[config.mk]
export PLATFORM = sky130hd
export DESIGN_NAME = sm_mac
export DESIGN_NICKNAME = d
export VERILOG_FILES = /design/src/rtl/sm_mac_pkg.sv /design/src/rtl/sm_mac_ctrl.sv /design/src/rtl/sm_mac_mul.sv /design/src/rtl/sm_mac_acc.sv /design/src/rtl/sm_mac.sv
export SDC_FILE = /design/constraint.sdc
export NUM_CORES = 1
export LEC_CHECK = 0
export BUFFER_PORTS_ARGS = -buffer_cell sky130_fd_sc_hd__buf_2
export CELL_PAD_IN_SITES_DETAIL_PLACEMENT = 1
export CELL_PAD_IN_SITES_GLOBAL_PLACEMENT = 1
export CORE_ASPECT_RATIO = 0.7
export CORE_MARGIN = 2
export CORE_UTILIZATION = 48
export DETAILED_ROUTE_END_ITERATION = 10
export GPL_TIMING_DRIVEN = 1
export PLACE_DENSITY = 0.79
export SLEW_MARGIN = 30
export SYNTH_ARGS = -nofsm -noshare
export SYNTH_HDL_FRONTEND = slang
export SYNTH_SLANG_ARGS = --single-unit
[constraint.sdc]
create_clock -name clk -period 4.5 [get_ports clk]
set_input_delay 0.225 -clock clk [delete_from_list [all_inputs] [get_ports clk]]
set_output_delay 0.225 -clock clk [all_outputs]
set_load 0.02 [all_outputs]
[src/rtl/sm_mac_pkg.sv]
package sm_mac_pkg;
  // Order of byte pairings fed to the shared multiplier.
  typedef enum logic [1:0] {
    PASS_HH = 2'd0,
    PASS_HL = 2'd1,
    PASS_LH = 2'd2,
    PASS_LL = 2'd3
  } pass_e;
endpackage

[src/rtl/sm_mac_ctrl.sv]
module sm_mac_ctrl
  import sm_mac_pkg::*;
(
  input  logic  clk,
  input  logic  rst_n,
  input  logic  start,
  input  logic  last_acc,
  output logic  accept,
  output logic  busy,
  output logic  issue_vld,
  output pass_e issue_pass
);
  logic       busy_q, busy_d;
  logic       iss_q, iss_d;
  pass_e      cnt_q, cnt_d;
  logic [1:0] cnt_inc;

  always_comb begin
    accept  = start & ~busy_q;
    busy_d  = busy_q;
    iss_d   = iss_q;
    cnt_d   = cnt_q;
    cnt_inc = cnt_q + 2'd1;
    if (accept) begin
      busy_d = 1'b1;
      iss_d  = 1'b1;
      cnt_d  = PASS_HH;
    end else begin
      if (iss_q) begin
        cnt_d = pass_e'(cnt_inc);
        if (cnt_q == PASS_LL) iss_d = 1'b0;
      end
      if (last_acc) busy_d = 1'b0;
    end
  end

  always_ff @(posedge clk or negedge rst_n) begin
    if (!rst_n) begin
      busy_q <= 1'b0;
      iss_q  <= 1'b0;
      cnt_q  <= PASS_HH;
    end else begin
      busy_q <= busy_d;
      iss_q  <= iss_d;
      cnt_q  <= cnt_d;
    end
  end

  assign busy       = busy_q;
  assign issue_vld  = iss_q;
  assign issue_pass = cnt_q;

  assert_accept_busy_R6: assert property (@(posedge clk) disable iff (!rst_n)
    accept |=> (busy_q && iss_q && cnt_q == PASS_HH));

  assert_four_passes_R5: assert property (@(posedge clk) disable iff (!rst_n)
    (iss_q && cnt_q == PASS_LL) |=> !iss_q);

  assert_idle_after_last_R6: assert property (@(posedge clk) disable iff (!rst_n)
    last_acc |=> !busy_q);
endmodule

[src/rtl/sm_mac_mul.sv]
module sm_mac_mul
  import sm_mac_pkg::*;
#(
  parameter int HALF_W = 8
) (
  input  logic                  clk,
  input  logic                  rst_n,
  input  logic                  issue_vld,
  input  pass_e                 issue_pass,
  input  logic [2*HALF_W-1:0]   mag_a,
  input  logic [2*HALF_W-1:0]   mag_b,
  output logic                  prod_vld,
  output pass_e                 prod_pass,
  output logic [2*HALF_W-1:0]   prod
);
  localparam int PW = 2 * HALF_W;

  logic [HALF_W-1:0] op_a, op_b;
  logic [PW-1:0]     prod_d, prod_q;
  logic              vld_q;
  pass_e             pass_q, pass_d;

  always_comb begin
    op_a   = (issue_pass == PASS_HH || issue_pass == PASS_HL) ?
             mag_a[PW-1:HALF_W] : mag_a[HALF_W-1:0];
    op_b   = (issue_pass == PASS_HH || issue_pass == PASS_LH) ?
             mag_b[PW-1:HALF_W] : mag_b[HALF_W-1:0];
    prod_d = issue_vld ? (PW'(op_a) * PW'(op_b)) : prod_q;
    pass_d = issue_vld ? issue_pass : pass_q;
  end

  always_ff @(posedge clk or negedge rst_n) begin
    if (!rst_n) begin
      prod_q <= '0;
      pass_q <= PASS_HH;
      vld_q  <= 1'b0;
    end else begin
      prod_q <= prod_d;
      pass_q <= pass_d;
      vld_q  <= issue_vld;
    end
  end

  assign prod_vld  = vld_q;
  assign prod_pass = pass_q;
  assign prod      = prod_q;

  assert_pass_chain_R1: assert property (@(posedge clk) disable iff (!rst_n)
    (vld_q && pass_q != PASS_LL) |=> (vld_q && pass_q != PASS_HH));
endmodule

[src/rtl/sm_mac_acc.sv]
module sm_mac_acc
  import sm_mac_pkg::*;
#(
  parameter int HALF_W = 8
) (
  input  logic                  clk,
  input  logic                  rst_n,
  input  logic                  accept,
  input  logic                  clear,
  input  logic                  prod_vld,
  input  pass_e                 prod_pass,
  input  logic [2*HALF_W-1:0]   prod,
  input  logic                  prod_neg,
  output logic [2*HALF_W:0]     z,
  output logic                  done,
  output logic                  overflow
);
  localparam int MW    = 2 * HALF_W;
  localparam int ACC_W = 3 * HALF_W + 3;

  logic signed [ACC_W-1:0] total_q, total_d;
  logic signed [ACC_W-1:0] base, scaled, term, sum, sum_mag;
  logic        [ACC_W-1:0] zmag_ext;
  logic        [MW:0]      z_q, z_d;
  logic        [MW-1:0]    mag_out;
  logic                    done_q, ovf_q, ovf_d, ovf_now, sum_neg, last;

  always_comb begin
    zmag_ext = ACC_W'(z_q[MW-1:0]);
    if (clear)       base = '0;
    else if (z_q[MW]) base = -$signed(zmag_ext);
    else              base = $signed(zmag_ext);

    unique case (prod_pass)
      PASS_HH: scaled = $signed(ACC_W'(prod) << HALF_W);
      PASS_HL: scaled = $signed(ACC_W'(prod));
      PASS_LH: scaled = $signed(ACC_W'(prod));
      PASS_LL: scaled = $signed(ACC_W'(prod >> HALF_W));
      default: scaled = '0;
    endcase
    term    = prod_neg ? -scaled : scaled;
    sum     = total_q + term;
    sum_neg = sum[ACC_W-1];
    sum_mag = sum_neg ? -sum : sum;
    ovf_now = (sum_mag[ACC_W-1:MW] != '0);
    mag_out = ovf_now ? '1 : sum_mag[MW-1:0];
    last    = prod_vld && (prod_pass == PASS_LL);

    if (accept)        total_d = base;
    else if (prod_vld) total_d = sum;
    else               total_d = total_q;

    z_d   = last ? {sum_neg, mag_out} : z_q;
    ovf_d = last ? ovf_now : ovf_q;
  end

  always_ff @(posedge clk or negedge rst_n) begin
    if (!rst_n) begin
      total_q <= '0;
      z_q     <= '0;
      ovf_q   <= 1'b0;
      done_q  <= 1'b0;
    end else begin
      total_q <= total_d;
      z_q     <= z_d;
      ovf_q   <= ovf_d;
      done_q  <= last;
    end
  end

  assign z        = z_q;
  assign done     = done_q;
  assign overflow = ovf_q;

  assert_done_pulse_R5: assert property (@(posedge clk) disable iff (!rst_n)
    done_q |=> !done_q);

  assert_done_after_ll_R5: assert property (@(posedge clk) disable iff (!rst_n)
    $rose(done_q) |-> ($past(prod_vld) && $past(prod_pass) == PASS_LL));

  assert_no_neg_zero_R2: assert property (@(posedge clk) disable iff (!rst_n)
    (z_q[MW-1:0] == '0) |-> !z_q[MW]);

  assert_saturate_R4: assert property (@(posedge clk) disable iff (!rst_n)
    ovf_q |-> (&z_q[MW-1:0]));

  assert_z_only_on_done_R6: assert property (@(posedge clk) disable iff (!rst_n)
    !done_q |-> $stable(z_q) || $past(!rst_n));
endmodule

[src/rtl/sm_mac.sv]
module sm_mac
  import sm_mac_pkg::*;
#(
  parameter int HALF_W = 8
) (
  input  logic                clk,
  input  logic                rst_n,
  input  logic                start,
  input  logic                clear,
  input  logic [2*HALF_W:0]   a,
  input  logic [2*HALF_W:0]   b,
  output logic [2*HALF_W:0]   z,
  output logic                done,
  output logic                overflow
);
  localparam int MW = 2 * HALF_W;

  logic          rst_meta_q, rst_sync_q, rst_i;
  logic          accept, busy, issue_vld, prod_vld, last_acc;
  pass_e         issue_pass, prod_pass;
  logic [MW:0]   a_q, b_q, a_d, b_d;
  logic [MW-1:0] prod;

  always_ff @(posedge clk or negedge rst_n) begin
    if (!rst_n) begin
      rst_meta_q <= 1'b0;
      rst_sync_q <= 1'b0;
    end else begin
      rst_meta_q <= 1'b1;
      rst_sync_q <= rst_meta_q;
    end
  end
  assign rst_i = rst_sync_q;

  always_comb begin
    a_d = accept ? a : a_q;
    b_d = accept ? b : b_q;
  end

  always_ff @(posedge clk or negedge rst_i) begin
    if (!rst_i) begin
      a_q <= '0;
      b_q <= '0;
    end else begin
      a_q <= a_d;
      b_q <= b_d;
    end
  end

  assign last_acc = prod_vld && (prod_pass == PASS_LL);

  sm_mac_ctrl u_ctrl (
    .clk        (clk),
    .rst_n      (rst_i),
    .start      (start),
    .last_acc   (last_acc),
    .accept     (accept),
    .busy       (busy),
    .issue_vld  (issue_vld),
    .issue_pass (issue_pass)
  );

  sm_mac_mul #(.HALF_W(HALF_W)) u_mul (
    .clk        (clk),
    .rst_n      (rst_i),
    .issue_vld  (issue_vld),
    .issue_pass (issue_pass),
    .mag_a      (a_q[MW-1:0]),
    .mag_b      (b_q[MW-1:0]),
    .prod_vld   (prod_vld),
    .prod_pass  (prod_pass),
    .prod       (prod)
  );

  sm_mac_acc #(.HALF_W(HALF_W)) u_acc (
    .clk       (clk),
    .rst_n     (rst_i),
    .accept    (accept),
    .clear     (clear),
    .prod_vld  (prod_vld),
    .prod_pass (prod_pass),
    .prod      (prod),
    .prod_neg  (a_q[MW] ^ b_q[MW]),
    .z         (z),
    .done      (done),
    .overflow  (overflow)
  );

  assert_ops_hold_R6: assert property (@(posedge clk) disable iff (!rst_i)
    (busy && start) |=> ($stable(a_q) && $stable(b_q)));

  assert_busy_until_done_R5: assert property (@(posedge clk) disable iff (!rst_i)
    $rose(done) |-> $past(busy));
endmodule

==> results.sh, run 1 <==
export IMPL_status="did not finish"
export IMPL_lastStage="global routing"
export IMPL_toolErrorMsg="[ERROR GRT-0232] Routing congestion too high. Check the congestion heatmap in the GUI."
export IMPL_syn_area_per_cell_sq_um=8.26
export IMPL_ys_seq_area_frac=0.270
export IMPL_root_buffer="clkbuf_16"
export IMPL_clockBufferDepth=2
export IMPL_async_flop_share=1.00
export IMPL_ys_warnings_count=0
export IMPL_syn_nets=1325
export IMPL_dp_hpwl_microns=29900
export IMPL_clock_sinks=105
export IMPL_netlist_area_leader_share=0.270
export IMPL_grt_max_degree=66
export IMPL_synth_top_cell_by_area="dfrtp_1"
export IMPL_pre_cts_ws_ns=-1.72
export IMPL_post_synth_top_count_cell="nand2_1"
export IMPL_synth_main_ff_cell="dfrtp_1"
export IMPL_die_w_microns=174
export IMPL_synth_cell_types=75
export IMPL_start_util=0.490
export IMPL_gr_usage_all_layers=0.935
export IMPL_die_y_microns=123
export IMPL_io_buffers=56
export IMPL_synth_edf_count=0
export IMPL_num_rows=43
export IMPL_num_io_pins=57
export IMPL_numCtsBuffers=9
export IMPL_overflow=1020
export IMPL_netlist_area_sq_mm=0.00973
export IMPL_synthTopCellsByArea="dfrtp_1, ha_1, nand2_1"
export IMPL_synth_seq_cells=105
export IMPL_synthCells=1178
export IMPL_cts_htree_levels=3
export IMPL_ys_top_cells_by_count="nand2_1, nor2_1, dfrtp_1"
export IMPL_gp_congestion=0.927
kinds of logic after synthesis:
group                    Yosys count  synth area share
AO/OA/AOI/OAI                    282             0.191
adder cells (fa/ha/maj)          109             0.169
flip-flops                       105             0.270
XOR/XNOR                          76            0.0684
buffers and inverters            132            0.0538
other                              1          0.000385
AND/OR/NAND/NOR                  424             0.194
multiplexers                      49            0.0534
per-stage QoR:
stage	area [sq um]	utilization	instances	setup TNS, ns
after global placement	12500	0.630	1721	-26.83
after floorplan	10100	-	1178	-13.78
after CTS	14000	0.706	1788	-21.59
after detailed placement	12500	0.630	1721	-36.72
layer usage:
layer | track usage | GRT overflow
met1 | 0.868 | 14
met2 | 1.15 | 666
met3 | 0.756 | 21
met4 | 1.08 | 315
met5 | 0.493 | 4
timing repair:
item                       4_1_cts
resized for setup              166
hold endpoints to repair         2
cloned                           2
pin swaps                       73
setup buffers                   51
hold buffers                     1
setup endpoints to repair       42
==> run 2: changes to the inputs <==
Settings changed: CELL_PAD_IN_SITES_DETAIL_PLACEMENT 1 to unset, CELL_PAD_IN_SITES_GLOBAL_PLACEMENT 1 to unset, CORE_ASPECT_RATIO 0.7 to unset, CORE_UTILIZATION 48 to 40, PLACE_DENSITY 0.79 to unset, PLACE_DENSITY_LB_ADDON set to 0.15.
==> run 2 against run 1 <==
  * The flow now finishes, with violations (negative setup slack)
  * Area after synthesis did not move
  * Synthesized cell count stayed put
==> results.sh, run 2 <==
export IMPL_status="finished, violations left"
export IMPL_failed_checks="negative setup slack"
export IMPL_io_buffers=56
export IMPL_hold_violations=0
export IMPL_netlist_area_leader_share=0.270
export IMPL_grt_pass1_wl_microns=47600
export IMPL_antenna_found_initial=0
export IMPL_hold_class="in2reg"
export IMPL_synth_mux_area_frac=0.0534
export IMPL_num_nets_final=1645
export IMPL_tightest_slew_ns=1.18
export IMPL_r2r_slack_ns=-0.87
export IMPL_syn_nets=1325
export IMPL_gp_congestion=0.915
export IMPL_required_ns=4.72
export IMPL_fin_skew_ns=0.0114
export IMPL_fin_tns_setup_ns=-18.41
export IMPL_met3WireLength_microns=932
export IMPL_period_share=1.19
export IMPL_grt_max_degree=69
export IMPL_synth_top_cell_by_area="dfrtp_1"
export IMPL_routed_wl_microns=29600
export IMPL_antennaDiodeCount=0
export IMPL_overflow=0
export IMPL_first_pass_iters=5
export IMPL_synthToLayoutAreaGrowth_pct=46.8
export IMPL_layout_common_cells="buf_4, nand2_1, dfrtp_1"
export IMPL_clock_sinks=105
export IMPL_coreArea_sq_mm=0.0241
export IMPL_rsz0062_at_grt="true"
export IMPL_met2_length_microns=15000
export IMPL_gr_usage_all_layers=0.231
export IMPL_synth_adder_area_share=0.169
export IMPL_die_y_microns=160
export IMPL_ys_warnings_count=0
export IMPL_highest_layer="met4"
export IMPL_route_detailed_drc=0
export IMPL_async_flop_share=1.00
export IMPL_fmax_ghz=0.186
export IMPL_synthCells=1178
export IMPL_start_kind="flop"
export IMPL_num_vias=9474
export IMPL_synth_compound_area_frac=0.191
export IMPL_synth_edf_count=0
export IMPL_numCtsBuffers=9
export IMPL_synthTopCellsByArea="dfrtp_1, ha_1, nand2_1"
export IMPL_cts_htree_levels=3
export IMPL_wire_per_inst_microns=16.2
export IMPL_synthSimpleGateAreaFrac=0.194
export IMPL_drt_met1_wl_microns=12800
export IMPL_slew_violations=0
export IMPL_dp_hpwl_microns=22100
export IMPL_grt_pass1_vias=9505
export IMPL_netlist_area_sq_mm=0.00973
export IMPL_largest_reg_flops=27
export IMPL_start_util=0.404
export IMPL_holdWs_ns=0.0418
export IMPL_final_setup_worst_slack_ns=-0.870
export IMPL_ys_top_cells_by_count="nand2_1, nor2_1, dfrtp_1"
export IMPL_regToRegStartpoint="u_mul.prod_pass[0]"
export IMPL_finalSetupViolCount=28
export IMPL_worstSetupEndpointType="flop"
export IMPL_synth_top_family_by_area="simple AND/OR/NAND/NOR gates"
export IMPL_criticalPathCategory="reg2reg"
export IMPL_post_synth_top_count_cell="nand2_1"
export IMPL_critPathLaunch="u_mul.prod_pass[0]"
export IMPL_max_cap_violations=0
export IMPL_top_register="u_acc.total_q"
export IMPL_drive_gt1_frac=0.397
export IMPL_num_rows=57
export IMPL_final_common_cell="buf_4"
export IMPL_synth_cell_types=75
export IMPL_worst_r2r_path_depth=24
export IMPL_clk_latency_ns=0.37
export IMPL_slew_headroom=0.212
export IMPL_num_io_pins=57
export IMPL_vias_per_cell=5.19
export IMPL_r2r_end="u_acc.z[0]"
export IMPL_syn_area_per_cell_sq_um=8.26
export IMPL_die_w_microns=160
export IMPL_synthXorXnorAreaFrac=0.0684
export IMPL_cp_max_fo=17
export IMPL_crit_end="u_acc.z[0]"
export IMPL_root_buffer="clkbuf_16"
export IMPL_drt_initial_drc_count=403
export IMPL_min_period_ns=5.37
export IMPL_clockBufferDepth=2
export IMPL_cts_tree="yes"
export IMPL_dieArea_sq_mm=0.0256
export IMPL_clk_pin_slew_ns=0.08
export IMPL_synth_main_ff_cell="dfrtp_1"
export IMPL_ys_seq_area_frac=0.270
export IMPL_crit_arrival_ns=5.59
export IMPL_synth_seq_cells=105
export IMPL_ant_nets=0
==> run 2: cell counts after synthesis <==
No cell type changed its count.
==> run 2: cell families after synthesis <==
logic type      Yosys count
xor+xnor                 76
fa+ha+maj               109
compound gates          282
mux                      49
simple gates            424
flops                   105
buf+inv                 132
other cells               1
==> run 2: per-layer routing <==
| metal | global-route usage | vias to the layer above |
|---|---|---|
| met2 | 0.410 | 176 |
| met3 | 0.0306 | 45 |
| met5 | 0 | - |
| met4 | 0.0803 | 0 |
| met1 | 0.288 | 4522 |
| li1 | - | 4731 |
==> run 2: through the flow <==
step | util | setup slack, ns | cells | cell area [sq um]
floorplan | - | -0.757 | 1178 | 10100
global placement | 0.520 | -0.940 | 1768 | 12500
detailed placement | 0.520 | -1.02 | 1768 | 12500
CTS | 0.570 | -0.791 | 1821 | 13700
global route | 0.592 | -1.13 | 1827 | 14300
finish | 0.592 | -0.870 | 1827 | 14300
==> run 2: repair_timing <==
item	in CTS	in global routing
setup buffers	32	19
hold buffers	1	0
setup endpoints to repair	32	36
resized for setup	101	121
endpoints found under the hold margin	2	0
cloned	5	0
pin swaps	59	45
==> run 2: worst max-delay path, cell delays in order (launching register included) <==
cell     delay [ns]
dfrtp_1        0.40
inv_2          0.09
ha_4           0.22
buf_12         0.14
a22oi_2        0.21
a41oi_2        0.16
or2_4          0.30
nor3_4         0.23
nor2_1         0.08
xnor2_1        0.26
ha_2           0.38
a21oi_1        0.16
o21ai_1        0.11
nor2b_2        0.20
buf_4          0.14
o31a_1         0.29
o31ai_2        0.24
buf_4          0.18
xor2_2         0.23
and2_4         0.22
nand3_2        0.10
mux2_2         0.31
o32ai_4        0.26
buf_12         0.21
a32oi_1        0.12
==> run 2: how the worst min path moves through the flow <==
stage / start / end / slack [ns] / cells past startpoint
floorplan: rst_n / rst_i / -0.07 / 0
global placement: rst_n / rst_meta_q / 0.01 / 1
detailed placement: rst_n / rst_meta_q / 0.01 / 1
CTS: a[4] / a_q[4] / 0.03 / 3
global route: b[12] / b_q[12] / 0.05 / 3
finish: a[4] / a_q[4] / 0.04 / 3
==> run 2: cell type report <==
| cell class | instances | area (sq um) |
|---|---|---|
| flip-flops and latches | 105 | 2630 |
| inverters | 74 | 280 |
| multi-input cells | 942 | 7780 |
| fillers | 2160 | 9830 |
| clock buffers | 9 | 225 |
| well taps | 324 | 405 |
| clock inverters | 7 | 114 |
| repair buffers | 366 | 2840 |
Power of run 2 is not shown: default switching activity piles up to over one toggle a cycle in this logic, so the estimate is an artifact.
==> run 3: changes to the inputs <==
Settings changed: SYNTH_HIERARCHICAL set to 1.
==> run 3 against run 2 <==
  * The run still ends with negative setup slack left
  * Cell area grew 3.3%
  * Final cell count down 0.22%
  * Maximum frequency is 1.5% lower
  * Worst setup slack got worse by 0.079 ns
  * Core utilization shrank 0.33 points
  * Sequential share of layout area is 0.58 points lower
  * Clock skew is 0.0033 ns higher
  * Worst hold slack improved by 0.037 ns
==> results.sh, run 3 <==
export IMPL_status="finished, violations left"
export IMPL_failed_checks="negative setup slack"
export IMPL_routed_wl_microns=31100
export IMPL_num_rows=58
export IMPL_grt_pass1_vias=9626
export IMPL_dp_hpwl_microns=24000
export IMPL_crit_arrival_ns=5.69
export IMPL_fin_skew_ns=0.0147
export IMPL_rsz0062_at_grt="true"
export IMPL_period_share=1.21
export IMPL_clk_pin_slew_ns=0.09
export IMPL_ys_top_cells_by_count="nor2_1, dfrtp_1, nand2_1"
export IMPL_synth_seq_cells=105
export IMPL_synth_mux_area_frac=0.0959
export IMPL_crit_buf_inv=6
export IMPL_ys_seq_area_frac=0.259
export IMPL_worstHoldEndpoint="a_q[3]"
export IMPL_numCtsBuffers=9
export IMPL_gp_congestion=0.905
export IMPL_overflow=0
export IMPL_grt_pass1_wl_microns=49400
export IMPL_stdcell_count=1823
export IMPL_top_register="u_acc/total_q"
export IMPL_synth_top_family_by_area="compound AO/OA/AOI/OAI gates"
export IMPL_highest_layer="met4"
export IMPL_gr_usage_all_layers=0.233
export IMPL_synth_main_ff_cell="dfrtp_1"
export IMPL_layout_common_cells="buf_4, nor2_1, dfrtp_1"
export IMPL_cp_max_fo=6
export IMPL_drt_met1_wl_microns=14300
export IMPL_final_util=0.589
export IMPL_slowest_stage="or4_4"
export IMPL_clk_latency_ns=0.37
export IMPL_slew_headroom=0.447
export IMPL_num_nets_final=1637
export IMPL_coreArea_sq_mm=0.0250
export IMPL_cts_htree_levels=3
export IMPL_ys_warnings_count=6
export IMPL_r2r_end="u_acc/z[1]"
export IMPL_min_period_ns=5.45
export IMPL_hold_class="in2reg"
export IMPL_hold_violations=0
export IMPL_start_kind="flop"
export IMPL_async_flop_share=1.00
export IMPL_io_buffers=56
export IMPL_fmax_ghz=0.184
export IMPL_met2_length_microns=15200
export IMPL_max_cap_violations=0
export IMPL_num_io_pins=57
export IMPL_clockBufferDepth=2
export IMPL_die_y_microns=163
export IMPL_met3WireLength_microns=949
export IMPL_dieArea_sq_mm=0.0266
export IMPL_die_w_microns=163
export IMPL_antenna_found_initial=0
export IMPL_netlist_area_sq_mm=0.0101
export IMPL_grt_max_degree=63
export IMPL_required_ns=4.74
export IMPL_first_pass_iters=5
export IMPL_hold_path_depth=2
export IMPL_wire_per_inst_microns=17.0
export IMPL_synthXorXnorAreaFrac=0.0667
export IMPL_cp_top_family="compound AO/OA/AOI/OAI gates"
export IMPL_synth_adder_area_share=0.164
export IMPL_cts_tree="yes"
export IMPL_ant_nets=0
export IMPL_worstSetupEndpointType="flop"
export IMPL_holdCritStartpoint="a[3]"
export IMPL_largest_reg_flops=27
export IMPL_post_place_cells=1754
export IMPL_route_detailed_drc=0
export IMPL_finalSetupViolCount=19
export IMPL_slew_violations=0
export IMPL_final_setup_worst_slack_ns=-0.949
export IMPL_start_util=0.405
export IMPL_synth_compound_area_frac=0.199
export IMPL_syn_area_per_cell_sq_um=9.02
export IMPL_synth_cell_types=85
export IMPL_worst_r2r_path_depth=26
export IMPL_r2r_slack_ns=-0.95
export IMPL_tightest_slew_ns=0.829
export IMPL_synth_top_cell_by_area="dfrtp_1"
export IMPL_post_synth_top_count_cell="nor2_1"
export IMPL_synthCells=1123
export IMPL_synthTopCellsByArea="dfrtp_1, ha_1, fa_1"
export IMPL_slowest_delay_ns=0.49
export IMPL_num_vias=9671
export IMPL_root_buffer="clkbuf_16"
export IMPL_drt_initial_drc_count=571
export IMPL_criticalPathCategory="reg2reg"
export IMPL_synth_edf_count=0
export IMPL_syn_nets=1272
export IMPL_critPathLaunch="u_mul/prod_pass[1]"
export IMPL_final_common_cell="buf_4"
export IMPL_clock_sinks=105
export IMPL_vias_per_cell=5.30
export IMPL_antennaDiodeCount=0
export IMPL_synthToLayoutAreaGrowth_pct=45.5
export IMPL_netlist_area_leader_share=0.259
export IMPL_regToRegStartpoint="u_mul/prod_pass[1]"
export IMPL_drive_gt1_frac=0.453
export IMPL_synthSimpleGateAreaFrac=0.162
## run 3: cell count changes in the layout (fill, tap and decap cells not counted), moves of 7 or more
cell / change
a31oi_1: -13
a21oi_1: -7
mux2_4: +18
or2_2: +13
nor2_1: +22
a21oi_2: +16
nand2_1: -134
buf_4: +39
o21ai_0: -8
nand3_1: +8
## run 3: how the worst max path moves through the flow
stage / slack [ns] / cells past startpoint / to
4_1_cts: -0.87 / 26 / u_acc/z[14]
3_3_place_gp: -1.07 / 23 / u_acc/z[1]
2_1_floorplan: -0.81 / 23 / u_acc/z[10]
3_5_place_dp: -1.20 / 24 / u_acc/z[0]
5_1_grt: -1.26 / 26 / u_acc/z[1]
6_report: -0.95 / 26 / u_acc/z[1]
## run 3: layer usage
| layer | GRT usage | vias up |
|---|---|---|
| li1 | - | 4737 |
| met1 | 0.319 | 4715 |
| met2 | 0.398 | 185 |
| met3 | 0.0241 | 34 |
| met4 | 0.0555 | 0 |
| met5 | 0 | - |
## run 3: cell families (layout without fill, tap and decap cells)
group,count (synthesis),after routing
AND/OR/NAND/NOR,336,336
AO/OA/AOI/OAI,296,296
buffers and inverters,119,489
adder cells (fa/ha/maj),111,111
flip-flops,105,105
multiplexers,80,80
XOR/XNOR,75,75
other,1,1
## run 3: repair_timing
action / 4_1_cts / 5_1_grt
gates cloned: 2 / 0
endpoints found under the setup margin: 31 / 34
buffers inserted: 29 / 26
resized for setup: 96 / 146
endpoints found under the hold margin: 2 / 0
hold buffers: 1 / 0
pin swaps: 53 / 76
## run 3: per-stage QoR
step           hold WS (ns)  setup TNS, ns  instance area [sq um]  setup slack, ns
6_report             0.0792         -15.74                  14700           -0.949
5_1_grt              0.0672         -22.43                  14700            -1.26
4_1_cts              0.0676         -14.39                  13900           -0.865
3_5_place_dp         0.0111         -22.32                  12900            -1.20
3_3_place_gp        0.00988         -19.43                  12900            -1.07
2_1_floorplan       -0.0706         -12.82                  10300           -0.812
## run 3: layout make-up
cell class | instances | area [sq um]
Sequential cell | 105 | 2630
Inverter | 76 | 285
Clock buffer | 9 | 225
Clock inverter | 7 | 70.1
Multi-Input combinational cell | 899 | 8140
Fill cell | 2203 | 10300
Timing Repair Buffer | 397 | 2980
Tap cell | 330 | 413
Power of run 3 is left out for the same reason.
